`config.mk`:
```
export PLATFORM = sky130hd
export DESIGN_NAME = evt_rec_packer
export DESIGN_NICKNAME = d
export VERILOG_FILES = /design/src/rtl/evp_pkg.sv /design/src/rtl/evp_snap_fifo.sv /design/src/rtl/evp_src_sel.sv /design/src/rtl/evp_event_seq.sv /design/src/rtl/evt_rec_packer.sv
export SDC_FILE = /design/constraint.sdc
export NUM_CORES = 1
export LEC_CHECK = 0
export BUFFER_PORTS_ARGS = -buffer_cell sky130_fd_sc_hd__buf_2
export CAP_MARGIN = 0
export CORE_MARGIN = 10
export CORE_UTILIZATION = 26
export DETAILED_ROUTE_END_ITERATION = 8
export PLACE_DENSITY = 0.45
export SYNTH_ARGS = -nofsm -noshare
export SYNTH_HDL_FRONTEND = slang
export SYNTH_HIERARCHICAL = 1
export SYNTH_SLANG_ARGS = --single-unit
```
`constraint.sdc`:
```
create_clock -name clk -period 4.6 [get_ports clk]
set_input_delay 0.46 -clock clk [delete_from_list [all_inputs] [get_ports clk]]
set_output_delay 0.46 -clock clk [all_outputs]
set_load 0.02 [all_outputs]
```
`src/rtl/evp_pkg.sv`:
```
package evp_pkg;
  localparam int N_SRC  = 7;
  localparam int FLD_W  = 12;
  localparam int WORD_W = 18;
  localparam int FLG_W  = 6;
  localparam int LEN_W  = 8;
  localparam int SEQ_W  = 3;

  typedef struct packed {
    logic              anode;
    logic [FLD_W-1:0]  h1;
    logic [23:0]       evt;
    logic [FLD_W-1:0]  bx;
    logic [FLD_W-1:0]  h6;
    logic [FLD_W-1:0]  h7;
    logic [3:0]        fr;
    logic [FLD_W-1:0]  t5;
  } snap_t;

  typedef enum logic [1:0] {S_IDLE, S_HDR, S_SRC, S_TRL} seq_st_e;

  function automatic logic [FLG_W-1:0] flag_of(input logic [SEQ_W-1:0] s);
    logic [FLG_W-1:0] f;
    f = '0;
    if (s < 3'd2) f[FLG_W-1] = 1'b1;
    else          f[s - 3'd2] = 1'b1;
    return f;
  endfunction

  function automatic logic [WORD_W-1:0] frame_w(input logic [FLD_W-1:0] f);
    return {5'b0, 1'b1, f};
  endfunction
endpackage

```
`src/rtl/evp_snap_fifo.sv`:
```
module evp_snap_fifo #(
  parameter int DEPTH = 4,
  parameter int W     = 8
) (
  input  logic         clk,
  input  logic         rst,
  input  logic         push,
  input  logic [W-1:0] din,
  input  logic         pop,
  output logic [W-1:0] dout,
  output logic         empty,
  output logic         full
);
  localparam int AW = (DEPTH > 1) ? $clog2(DEPTH) : 1;
  localparam int CW = $clog2(DEPTH + 1);

  logic [W-1:0]  mem [DEPTH];
  logic [AW-1:0] wp, rp;
  logic [CW-1:0] cnt;
  logic          do_push, do_pop;

  assign empty   = (cnt == '0);
  assign full    = (cnt == CW'(DEPTH));
  assign do_push = push && !full;
  assign do_pop  = pop && !empty;
  assign dout    = mem[rp];

  always_ff @(posedge clk) begin
    if (do_push) mem[wp] <= din;
  end

  always_ff @(posedge clk) begin
    if (rst) begin
      wp  <= '0;
      rp  <= '0;
      cnt <= '0;
    end else begin
      if (do_push) wp <= (wp == AW'(DEPTH - 1)) ? '0 : wp + 1'b1;
      if (do_pop)  rp <= (rp == AW'(DEPTH - 1)) ? '0 : rp + 1'b1;
      case ({do_push, do_pop})
        2'b10:   cnt <= cnt + 1'b1;
        2'b01:   cnt <= cnt - 1'b1;
        default: cnt <= cnt;
      endcase
    end
  end
endmodule

```
`src/rtl/evp_src_sel.sv`:
```
module evp_src_sel #(
  parameter int N  = 7,
  parameter int DW = 12,
  parameter int SW = 3
) (
  input  logic [SW-1:0]   sel,
  input  logic            grant,
  input  logic [N-1:0]    src_valid,
  input  logic [N*DW-1:0] src_data,
  input  logic [N-1:0]    src_last,
  output logic            sel_valid,
  output logic [DW-1:0]   sel_data,
  output logic            sel_last,
  output logic [N-1:0]    src_ready
);
  always_comb begin
    sel_valid = 1'b0;
    sel_data  = '0;
    sel_last  = 1'b0;
    for (int i = 0; i < N; i++) begin
      if (sel == SW'(i)) begin
        sel_valid = src_valid[i];
        sel_data  = src_data[i*DW +: DW];
        sel_last  = src_last[i];
      end
    end
  end

  for (genvar g = 0; g < N; g++) begin : g_rdy
    assign src_ready[g] = grant && (sel == SW'(g));
  end
endmodule

```
`src/rtl/evp_event_seq.sv`:
```
module evp_event_seq
  import evp_pkg::*;
#(
  parameter int TMO_W = 12
) (
  input  logic                clk,
  input  logic                rst,
  input  snap_t               snap,
  input  logic                snap_avail,
  output logic                snap_pop,
  input  logic [TMO_W-1:0]    tmo_limit,
  output logic [SEQ_W-1:0]    sel_idx,
  output logic                grant,
  input  logic                sel_valid,
  input  logic [FLD_W-1:0]    sel_data,
  input  logic                sel_last,
  output logic                out_valid,
  input  logic                out_ready,
  output logic [WORD_W-1:0]   out_data
);
  localparam logic [SEQ_W-1:0] LAST_SEQ = SEQ_W'(7);
  localparam logic [SEQ_W-1:0] LAST_SRC = SEQ_W'(N_SRC - 1);
  localparam logic [LEN_W-1:0] LEN_MAX  = '1;

  seq_st_e          st;
  logic [SEQ_W-1:0] idx;
  snap_t            cur;
  logic [LEN_W-1:0] len;
  logic [FLG_W-1:0] nd, ne;
  logic             got;
  logic [TMO_W-1:0] tcnt, lim_m1;
  logic [7:0]       avail;
  logic             slot_free, fire, emit_pl, tmo_hit, src_next, nd_set, ne_set;
  logic [FLD_W-1:0] hdr_f, trl_f;

  always_comb begin
    avail     = {1'b0, cur.h1[4:0], |cur.h1[11:10], cur.anode};
    slot_free = !out_valid || out_ready;
    lim_m1    = (tmo_limit == '0) ? '0 : tmo_limit - 1'b1;
    fire      = (tcnt >= lim_m1);
    grant     = (st == S_SRC) && avail[idx] && slot_free;
    snap_pop  = (st == S_IDLE) && snap_avail;
    emit_pl   = grant && sel_valid;
    tmo_hit   = grant && !(sel_valid && sel_last) && fire;
    nd_set    = tmo_hit && !got && !sel_valid;
    ne_set    = tmo_hit && (got || sel_valid);
    src_next  = (st == S_SRC) && (!avail[idx] || (emit_pl && sel_last) || tmo_hit);
    sel_idx   = idx;
    case (idx)
      3'd0:    hdr_f = cur.h1;
      3'd1:    hdr_f = cur.evt[11:0];
      3'd2:    hdr_f = cur.evt[23:12];
      3'd3:    hdr_f = cur.bx;
      3'd4:    hdr_f = cur.h1;
      3'd5:    hdr_f = cur.h6;
      3'd6:    hdr_f = cur.h7;
      default: hdr_f = {8'b0, cur.fr};
    endcase
    case (idx)
      3'd0:    trl_f = cur.h1;
      3'd1:    trl_f = cur.h7;
      3'd2:    trl_f = {len, cur.bx[3:0]};
      3'd3:    trl_f = cur.h6;
      3'd4:    trl_f = cur.t5;
      default: trl_f = {nd, ne};
    endcase
  end

  always_ff @(posedge clk) begin
    if (rst) begin
      st        <= S_IDLE;
      idx       <= '0;
      cur       <= '0;
      len       <= '0;
      nd        <= '0;
      ne        <= '0;
      got       <= 1'b0;
      tcnt      <= '0;
      out_valid <= 1'b0;
      out_data  <= '0;
    end else begin
      if (out_valid && out_ready) out_valid <= 1'b0;
      case (st)
        S_IDLE: begin
          if (snap_avail) begin
            cur <= snap;
            st  <= S_HDR;
            idx <= '0;
            len <= '0;
            nd  <= '0;
            ne  <= '0;
          end
        end
        S_HDR: begin
          if (slot_free) begin
            out_valid <= 1'b1;
            out_data  <= frame_w(hdr_f);
            if (idx == LAST_SEQ) begin
              st   <= S_SRC;
              idx  <= '0;
              tcnt <= '0;
              got  <= 1'b0;
            end else begin
              idx <= idx + 1'b1;
            end
          end
        end
        S_SRC: begin
          if (emit_pl) begin
            out_valid <= 1'b1;
            out_data  <= {5'b0, 1'b0, sel_data};
            if (len != LEN_MAX) len <= len + 1'b1;
            got <= 1'b1;
          end
          if (grant)  tcnt <= tcnt + 1'b1;
          if (nd_set) nd <= nd | flag_of(idx);
          if (ne_set) ne <= ne | flag_of(idx);
          if (src_next) begin
            tcnt <= '0;
            got  <= 1'b0;
            if (idx == LAST_SRC) begin
              st  <= S_TRL;
              idx <= '0;
            end else begin
              idx <= idx + 1'b1;
            end
          end
        end
        default: begin
          if (slot_free) begin
            out_valid <= 1'b1;
            out_data  <= frame_w(trl_f);
            if (idx == LAST_SEQ) st <= S_IDLE;
            else                 idx <= idx + 1'b1;
          end
        end
      endcase
    end
  end
endmodule

```
`src/rtl/evt_rec_packer.sv`:
```
module evt_rec_packer
  import evp_pkg::*;
#(
  parameter int Q_DEPTH = 4,
  parameter int TMO_W   = 12
) (
  input  logic                    clk,
  input  logic                    rst,
  input  logic                    trig_accept,
  input  logic [23:0]             evt_count,
  input  logic [11:0]             bx_num,
  input  logic                    anode_dav,
  input  logic [1:0]              tbrd_dav,
  input  logic [4:0]              cfeb_active,
  input  logic [4:0]              cfeb_dav,
  input  logic [7:0]              crate_id,
  input  logic [3:0]              board_id,
  input  logic [4:0]              ovlp_flags,
  input  logic [6:0]              fifo_half,
  input  logic [5:0]              fifo_empty,
  input  logic [5:0]              fifo_full,
  input  logic [TMO_W-1:0]        tmo_limit,
  input  logic [6:0]              src_valid,
  input  logic [7*12-1:0]         src_data,
  input  logic [6:0]              src_last,
  output logic [6:0]              src_ready,
  output logic                    out_valid,
  input  logic                    out_ready,
  output logic [17:0]             out_data
);
  localparam int SNAP_W = $bits(snap_t);

  logic [3:0]       free_cnt;
  snap_t            snap_in, snap_out;
  logic [SNAP_W-1:0] q_dout;
  logic             q_empty, q_full, q_pop;
  logic [SEQ_W-1:0] sel_idx;
  logic             grant, sel_valid, sel_last;
  logic [FLD_W-1:0] sel_data;

  always_ff @(posedge clk) begin
    if (rst) free_cnt <= '0;
    else     free_cnt <= free_cnt + 1'b1;
  end

  always_comb begin
    snap_in.anode = anode_dav;
    snap_in.h1    = {tbrd_dav, cfeb_active, cfeb_dav};
    snap_in.evt   = evt_count;
    snap_in.bx    = bx_num;
    snap_in.h6    = {crate_id, board_id};
    snap_in.h7    = {ovlp_flags, fifo_half};
    snap_in.fr    = free_cnt;
    snap_in.t5    = {fifo_empty, fifo_full};
  end

  evp_snap_fifo #(.DEPTH(Q_DEPTH), .W(SNAP_W)) u_q (
    .clk   (clk),
    .rst   (rst),
    .push  (trig_accept),
    .din   (snap_in),
    .pop   (q_pop),
    .dout  (q_dout),
    .empty (q_empty),
    .full  (q_full)
  );

  assign snap_out = snap_t'(q_dout);

  evp_src_sel #(.N(N_SRC), .DW(FLD_W), .SW(SEQ_W)) u_sel (
    .sel       (sel_idx),
    .grant     (grant),
    .src_valid (src_valid),
    .src_data  (src_data),
    .src_last  (src_last),
    .sel_valid (sel_valid),
    .sel_data  (sel_data),
    .sel_last  (sel_last),
    .src_ready (src_ready)
  );

  evp_event_seq #(.TMO_W(TMO_W)) u_seq (
    .clk        (clk),
    .rst        (rst),
    .snap       (snap_out),
    .snap_avail (!q_empty),
    .snap_pop   (q_pop),
    .tmo_limit  (tmo_limit),
    .sel_idx    (sel_idx),
    .grant      (grant),
    .sel_valid  (sel_valid),
    .sel_data   (sel_data),
    .sel_last   (sel_last),
    .out_valid  (out_valid),
    .out_ready  (out_ready),
    .out_data   (out_data)
  );
endmodule

```
==> results.json, run 1 <==
{
  "rr_worst_depth": 11,
  "start_kind": "register",
  "max_slew_margin": 0.298,
  "r2r-start": "u_seq/sel_idx[0]",
  "period_minus_slack_ns": 3.97,
  "drive_above_1_share": 0.261,
  "cts_buffer_depth": 3,
  "dpl.cell_count": 2908,
  "h-tree-depth": 2,
  "power.leakage_nw": 8.78,
  "status": "completed",
  "p_total_mw": 14.8,
  "synth_warnings": 6,
  "wl_um": 64100,
  "startpoint": "u_seq/sel_idx[1]",
  "final_area_um2": 26100,
  "clock_skew_ns": 0.0220,
  "groute.usage.overall": 0.128,
  "fmax_mhz": 252,
  "grt_pass1_vias": 14500,
  "viasPerCell": 4.73,
  "cts_made_buffers": 54,
  "hpwl_um": 44400,
  "antenna_found_initial": 13,
  "cts_tree": "done",
  "setup_tns_ns": 0,
  "cts_setup_buffers": 0,
  "crit_end": "src_ready[4]",
  "start_util": 0.263,
  "insertion_delay_ns": 0.62,
  "wl_per_cell_um": 21.3,
  "r2r-end": "u_seq/out_data[7]",
  "irDropWorstVdd_mv": 0.361,
  "clkSlewWorstSetupHoldPaths_ns": 0.06,
  "grt_pass1_wl_um": 96200,
  "path_class": "register to primary output",
  "syn_avg_cell_area_um2": 13.5,
  "end_kind": "primary output",
  "holdWs_ns": 0.0533,
  "area_growth_syn_to_layout_pct": 18.4,
  "required_ns": 4.14,
  "post-route-period-util": 0.863,
  "place_area_um2": 24300,
  "routabilityCongestion": 0.868,
  "syn_area_um2": 22000,
  "overflow": 0,
  "fin_nets": 2064,
  "arrival_ns": 3.51,
  "drt-initial-drc-count": 1057,
  "boundaryPins": 225,
  "hold_viol_final": 0,
  "final-setup-viol-count": 0,
  "drc": 0,
  "grt_max_degree": 92,
  "cap_violations": 0,
  "fillCellCount": 8488,
  "cts_root_buf": "clkbuf_16",
  "rrSetupSlack_ns": 0.89,
  "ctsResizeCount": 0,
  "coreArea_um2": 83800,
  "rows": 106,
  "syn_inst": 1633,
  "die_x_um": 311,
  "worstPathMaxFanout": 29,
  "cts.sinks": 510,
  "stdcell_count": 3011,
  "dr.pass1.iters": 7,
  "worst_slew_pin_slew_ns": 1.05,
  "dieArea_um2": 96800,
  "drv_slew": 0,
  "rsz0062_at_grt": "false",
  "io_buffer_count": 219,
  "dr_total_vias": 14200,
  "drtAntennaViolNets": 0,
  "hold_path.class": "input pin to register",
  "powerDensity_nw_per_um2": 568,
  "die_h_um": 311,
  "hold_buffers": 0
}
[state kept, by name, indices dropped and copies added, names as in the netlist, 2 cells and up, named ones only]
| register | count |
|---|---|
| u_seq/tcnt | 12 |
| u_seq/sel_idx | 3 |
| u_q/mem | 356 |
| u_seq/cur | 83 |
| u_q/wp | 2 |
| u_q/rp | 2 |
| u_seq/ne | 6 |
| free_cnt | 4 |
| u_q/cnt | 3 |
| u_seq/out_data | 13 |
| u_seq/st | 2 |
| u_seq/nd | 6 |
| u_seq/len | 8 |
| u_seq/avail | 6 |
[per-stage QoR]
stage / setup WS [ns] / utilization
floorplan: 1.32 / -
global route: 0.385 / 0.311
global placement: 0.871 / 0.290
detailed placement: 0.855 / 0.290
CTS: 0.643 / 0.311
finish: 0.632 / 0.311
[metal layers]
metal / vias up / wire length [um] / GRT usage
met4: 20 / 1140 / 0.0289
met5: - / 112 / 0
met3: 95 / 4060 / 0.0313
met1: 7060 / 28200 / 0.170
li1: 6639 / - / -
met2: 416 / 30600 / 0.210
[placed cells by master, fill, tap and decap left out, types with 11 or more instances in the layout]
cell       instances
a21oi_1          148
a221oi_1          13
a222oi_1          11
a22oi_1           14
a32o_1            11
buf_2            218
buf_4             23
clkbuf_1          16
clkbuf_16         54
dfxtp_1          149
edfxtp_1         356
ha_1              34
inv_1             28
mux2_2            23
mux2i_1           30
mux4_2            90
nand2_1          247
nand2b_1          21
nand3_1           22
nand4_1           18
nor2_1            71
nor3_1            27
o211ai_1          20
o21ai_0           19
o2bb2ai_1         12
xor2_1            11
[worst min path at each step]
stage / start / to / slack (ns) / cells past startpoint
after floorplan: u_seq/cur[11] / u_seq/cur[11] / 0.43 / 2
after global placement: u_seq/cur[59] / u_seq/cur[59] / 0.45 / 2
after detailed placement: u_seq/cur[6] / u_seq/cur[6] / 0.45 / 2
after CTS: evt_count[15] / u_q/mem[1][67] / 0.009 / 1
after global routing: evt_count[14] / u_q/mem[3][66] / 0.03 / 1
final: evt_count[5] / u_q/mem[3][57] / 0.05 / 1
[cell type report]
type | instances | area [um^2] | area share
Timing Repair Buffer | 246 | 1360 | 0.0523
Multi-Input combinational cell | 987 | 7580 | 0.291
Inverter | 31 | 116 | 0.00446
Antenna cell | 1 | 2.50 | 0.0000959
Clock buffer | 81 | 1560 | 0.0597
Sequential cell | 510 | 13800 | 0.528
Tap cell | 1134 | 1420 | 0.0544
Clock inverter | 21 | 262 | 0.0100
[critical path, stage by stage (launching register included)]
cell	delay, ns
dfxtp_2	0.80
nand2b_2	0.25
o221ai_2	0.42
nand4_2	0.29
inv_1	0.49
nand2_1	0.15
nor3_1	0.24
buf_2	0.23
[where the power goes]
part / switching [mW] / internal [mW]
clock: 1.82 / 2.58
combinational: 2.60 / 1.57
sequential: 0.611 / 5.64
Power figures use the tool's default switching activity.
==> run 2, diff against run 1 <==
BUFFER_PORTS_ARGS = -buffer_cell sky130_fd_sc_hd__clkbuf_2   (was -buffer_cell sky130_fd_sc_hd__buf_2)
==> run 2 against run 1 <==
  * The run now ends with design-rule violations left
  * Clock skew increased by 0.0014 ns
  * Die area unchanged
  * Sequential share of layout area increased by 0.11 points
  * Critical path depth unchanged
  * Fmax increased by 0.32%
  * Worst hold slack improved by 0.010 ns
  * First-iteration DRC count decreased by 4.4%
  * Register-to-register slack improved by 0.16 ns
  * Combinational power increased by 2%
  * Critical endpoint unchanged
  * Largest cell class unchanged
  * Highest routed layer unchanged
==> results.json, run 2 (synthesis results as in run 1) <==
{
  "status": "finished with violations",
  "drive_above_1_share": 0.258,
  "rows": 106,
  "routabilityCongestion": 0.841,
  "hold_buffers": 0,
  "coreArea_um2": 83800,
  "rr_worst_depth": 11,
  "wl_met2_um": 30400,
  "arrival_ns": 3.50,
  "cts_buffer_depth": 3,
  "path_delay_family": "simple AND/OR/NAND/NOR gates",
  "io_buffer_count": 219,
  "power.leakage_nw": 8.77,
  "hpwl_um": 44700,
  "path_cells": "nand2b_2 -> o221ai_2 -> nand4_2 -> inv_1 -> nand2_1 -> nor3_1 -> clkbuf_2",
  "rrSetupSlack_ns": 1.05,
  "final_area_um2": 26000,
  "grt_max_degree": 92,
  "stdcell_count": 3011,
  "clkSlewWorstSetupHoldPaths_ns": 0.06,
  "worst_slew_pin_slew_ns": 1.05,
  "highest_layer": "met5",
  "powerDensity_nw_per_um2": 567,
  "cts.sinks": 510,
  "dpl.cell_count": 2907,
  "h-tree-depth": 2,
  "die_h_um": 311,
  "dr.pass1.iters": 9,
  "post-route-period-util": 0.860,
  "ctsResizeCount": 0,
  "hold_viol_final": 0,
  "largestRegisters": "u_q/mem: 356 flops, u_seq/cur: 83 flops, u_seq/out_data: 13 flops",
  "wl_per_cell_um": 21.2,
  "grt_pass1_vias": 14500,
  "rsz0062_at_grt": "false",
  "cts_made_buffers": 54,
  "drv_slew": 0,
  "insertion_delay_ns": 0.62,
  "crit_end": "src_ready[4]",
  "path_depth": 7,
  "failed_checks": "design-rule violations",
  "fin_nets": 2063,
  "r2r-end": "u_seq/out_data[0]",
  "grt_pass1_wl_um": 95500,
  "end_kind": "primary output",
  "max_slew_margin": 0.299,
  "wl_um": 63800,
  "holdWs_ns": 0.0635,
  "overflow": 0,
  "p_total_mw": 14.8,
  "start_kind": "register",
  "r2r-start": "u_seq/sel_idx[0]",
  "dr_total_vias": 14200,
  "clock_skew_ns": 0.0234,
  "start_util": 0.263,
  "worstPathBufferInverterCount": 2,
  "period_minus_slack_ns": 3.96,
  "largest_reg_flops": 356,
  "hold_path.class": "input pin to register",
  "place_area_um2": 24200,
  "path_class": "register to primary output",
  "final_cell_mix": "356 x edfxtp_1, 247 x nand2_1, 218 x clkbuf_2",
  "cts_root_buf": "clkbuf_16",
  "dr_wl_met3_um": 4390,
  "viasPerCell": 4.73,
  "final-setup-viol-count": 0,
  "slowest_delay_ns": 0.78,
  "fmax_mhz": 253,
  "boundaryPins": 225,
  "cts_tree": "done",
  "cap_violations": 0,
  "crit_slowest_cell": "dfxtp_2",
  "drt-initial-drc-count": 1011,
  "cts_setup_buffers": 0,
  "die_x_um": 311,
  "worstPathMaxFanout": 29,
  "required_ns": 4.14,
  "wl_met1_um": 27900,
  "drtAntennaViolNets": 0,
  "drc": 2,
  "dieArea_um2": 96800,
  "antenna_found_initial": 12,
  "groute.usage.overall": 0.128,
  "largest_register": "u_q/mem",
  "irDropWorstVdd_mv": 0.401,
  "startpoint": "u_seq/sel_idx[1]",
  "area_growth_syn_to_layout_pct": 18.1,
  "setup_tns_ns": 0,
  "layout_commonest_cell": "edfxtp_1"
}
run 2: cell types whose count changed in the layout (fill, tap and decap cells not counted), moves of 3 or more:
cell      previous run  this run
buf_2              218         0
clkbuf_1            16        19
clkbuf_2             0       218
clkbuf_8            10         4
clkinv_1             2         5
run 2: cell type report:
cell class | count | area [um^2]
diodes | 2 | 5.00
clock buffers | 77 | 1480
clock inverters | 25 | 302
fillers | 8493 | 57800
inverters | 31 | 116
multi-input cells | 987 | 7580
flip-flops and latches | 510 | 13800
well taps | 1134 | 1420
repair buffers | 245 | 1340
run 2: worst register-to-register path, cell delays in order, from the launching register on:
cell and delay [ns]:
dfxtp_2 0.69, buf_4 0.39, nand2_1 0.14, nor2_2 0.11, buf_4 0.25, a221oi_1 0.13
nor2_1 0.35, and2_1 0.23, nand4_1 0.15, a21oi_2 0.35, and2_1 0.45, a32o_1 0.24
run 2: layer usage:
metal,track usage,vias up
li1,-,6643
met1,0.165,7047
met2,0.211,431
met3,0.0350,88
met4,0.0274,20
met5,0,-
run 2: worst min-delay path by stage:
stage                   from             end  slack [ns]  depth (start not counted)
6_report         cfeb_dav[4]  u_q/mem[1][80]        0.06                          1
5_1_grt        evt_count[19]  u_q/mem[0][71]        0.03                          1
2_1_floorplan  u_seq/cur[11]   u_seq/cur[11]        0.43                          2
3_3_place_gp   u_seq/cur[60]   u_seq/cur[60]        0.45                          2
4_1_cts         evt_count[2]  u_q/mem[0][54]        0.01                          1
3_5_place_dp   u_seq/cur[60]   u_seq/cur[60]        0.45                          2
run 2: stage by stage:
stage               setup slack [ns]  utilization
floorplan                       1.32            -
finish                         0.644        0.311
global placement               0.917        0.289
global route                   0.391        0.311
CTS                            0.592        0.311
detailed placement             0.925        0.289
run 2: power by group:
group          total [mW]  switching, mW  internal, mW
Sequential           6.18          0.546          5.64
Combinational        4.24           2.68          1.57
Clock                4.34           1.80          2.54
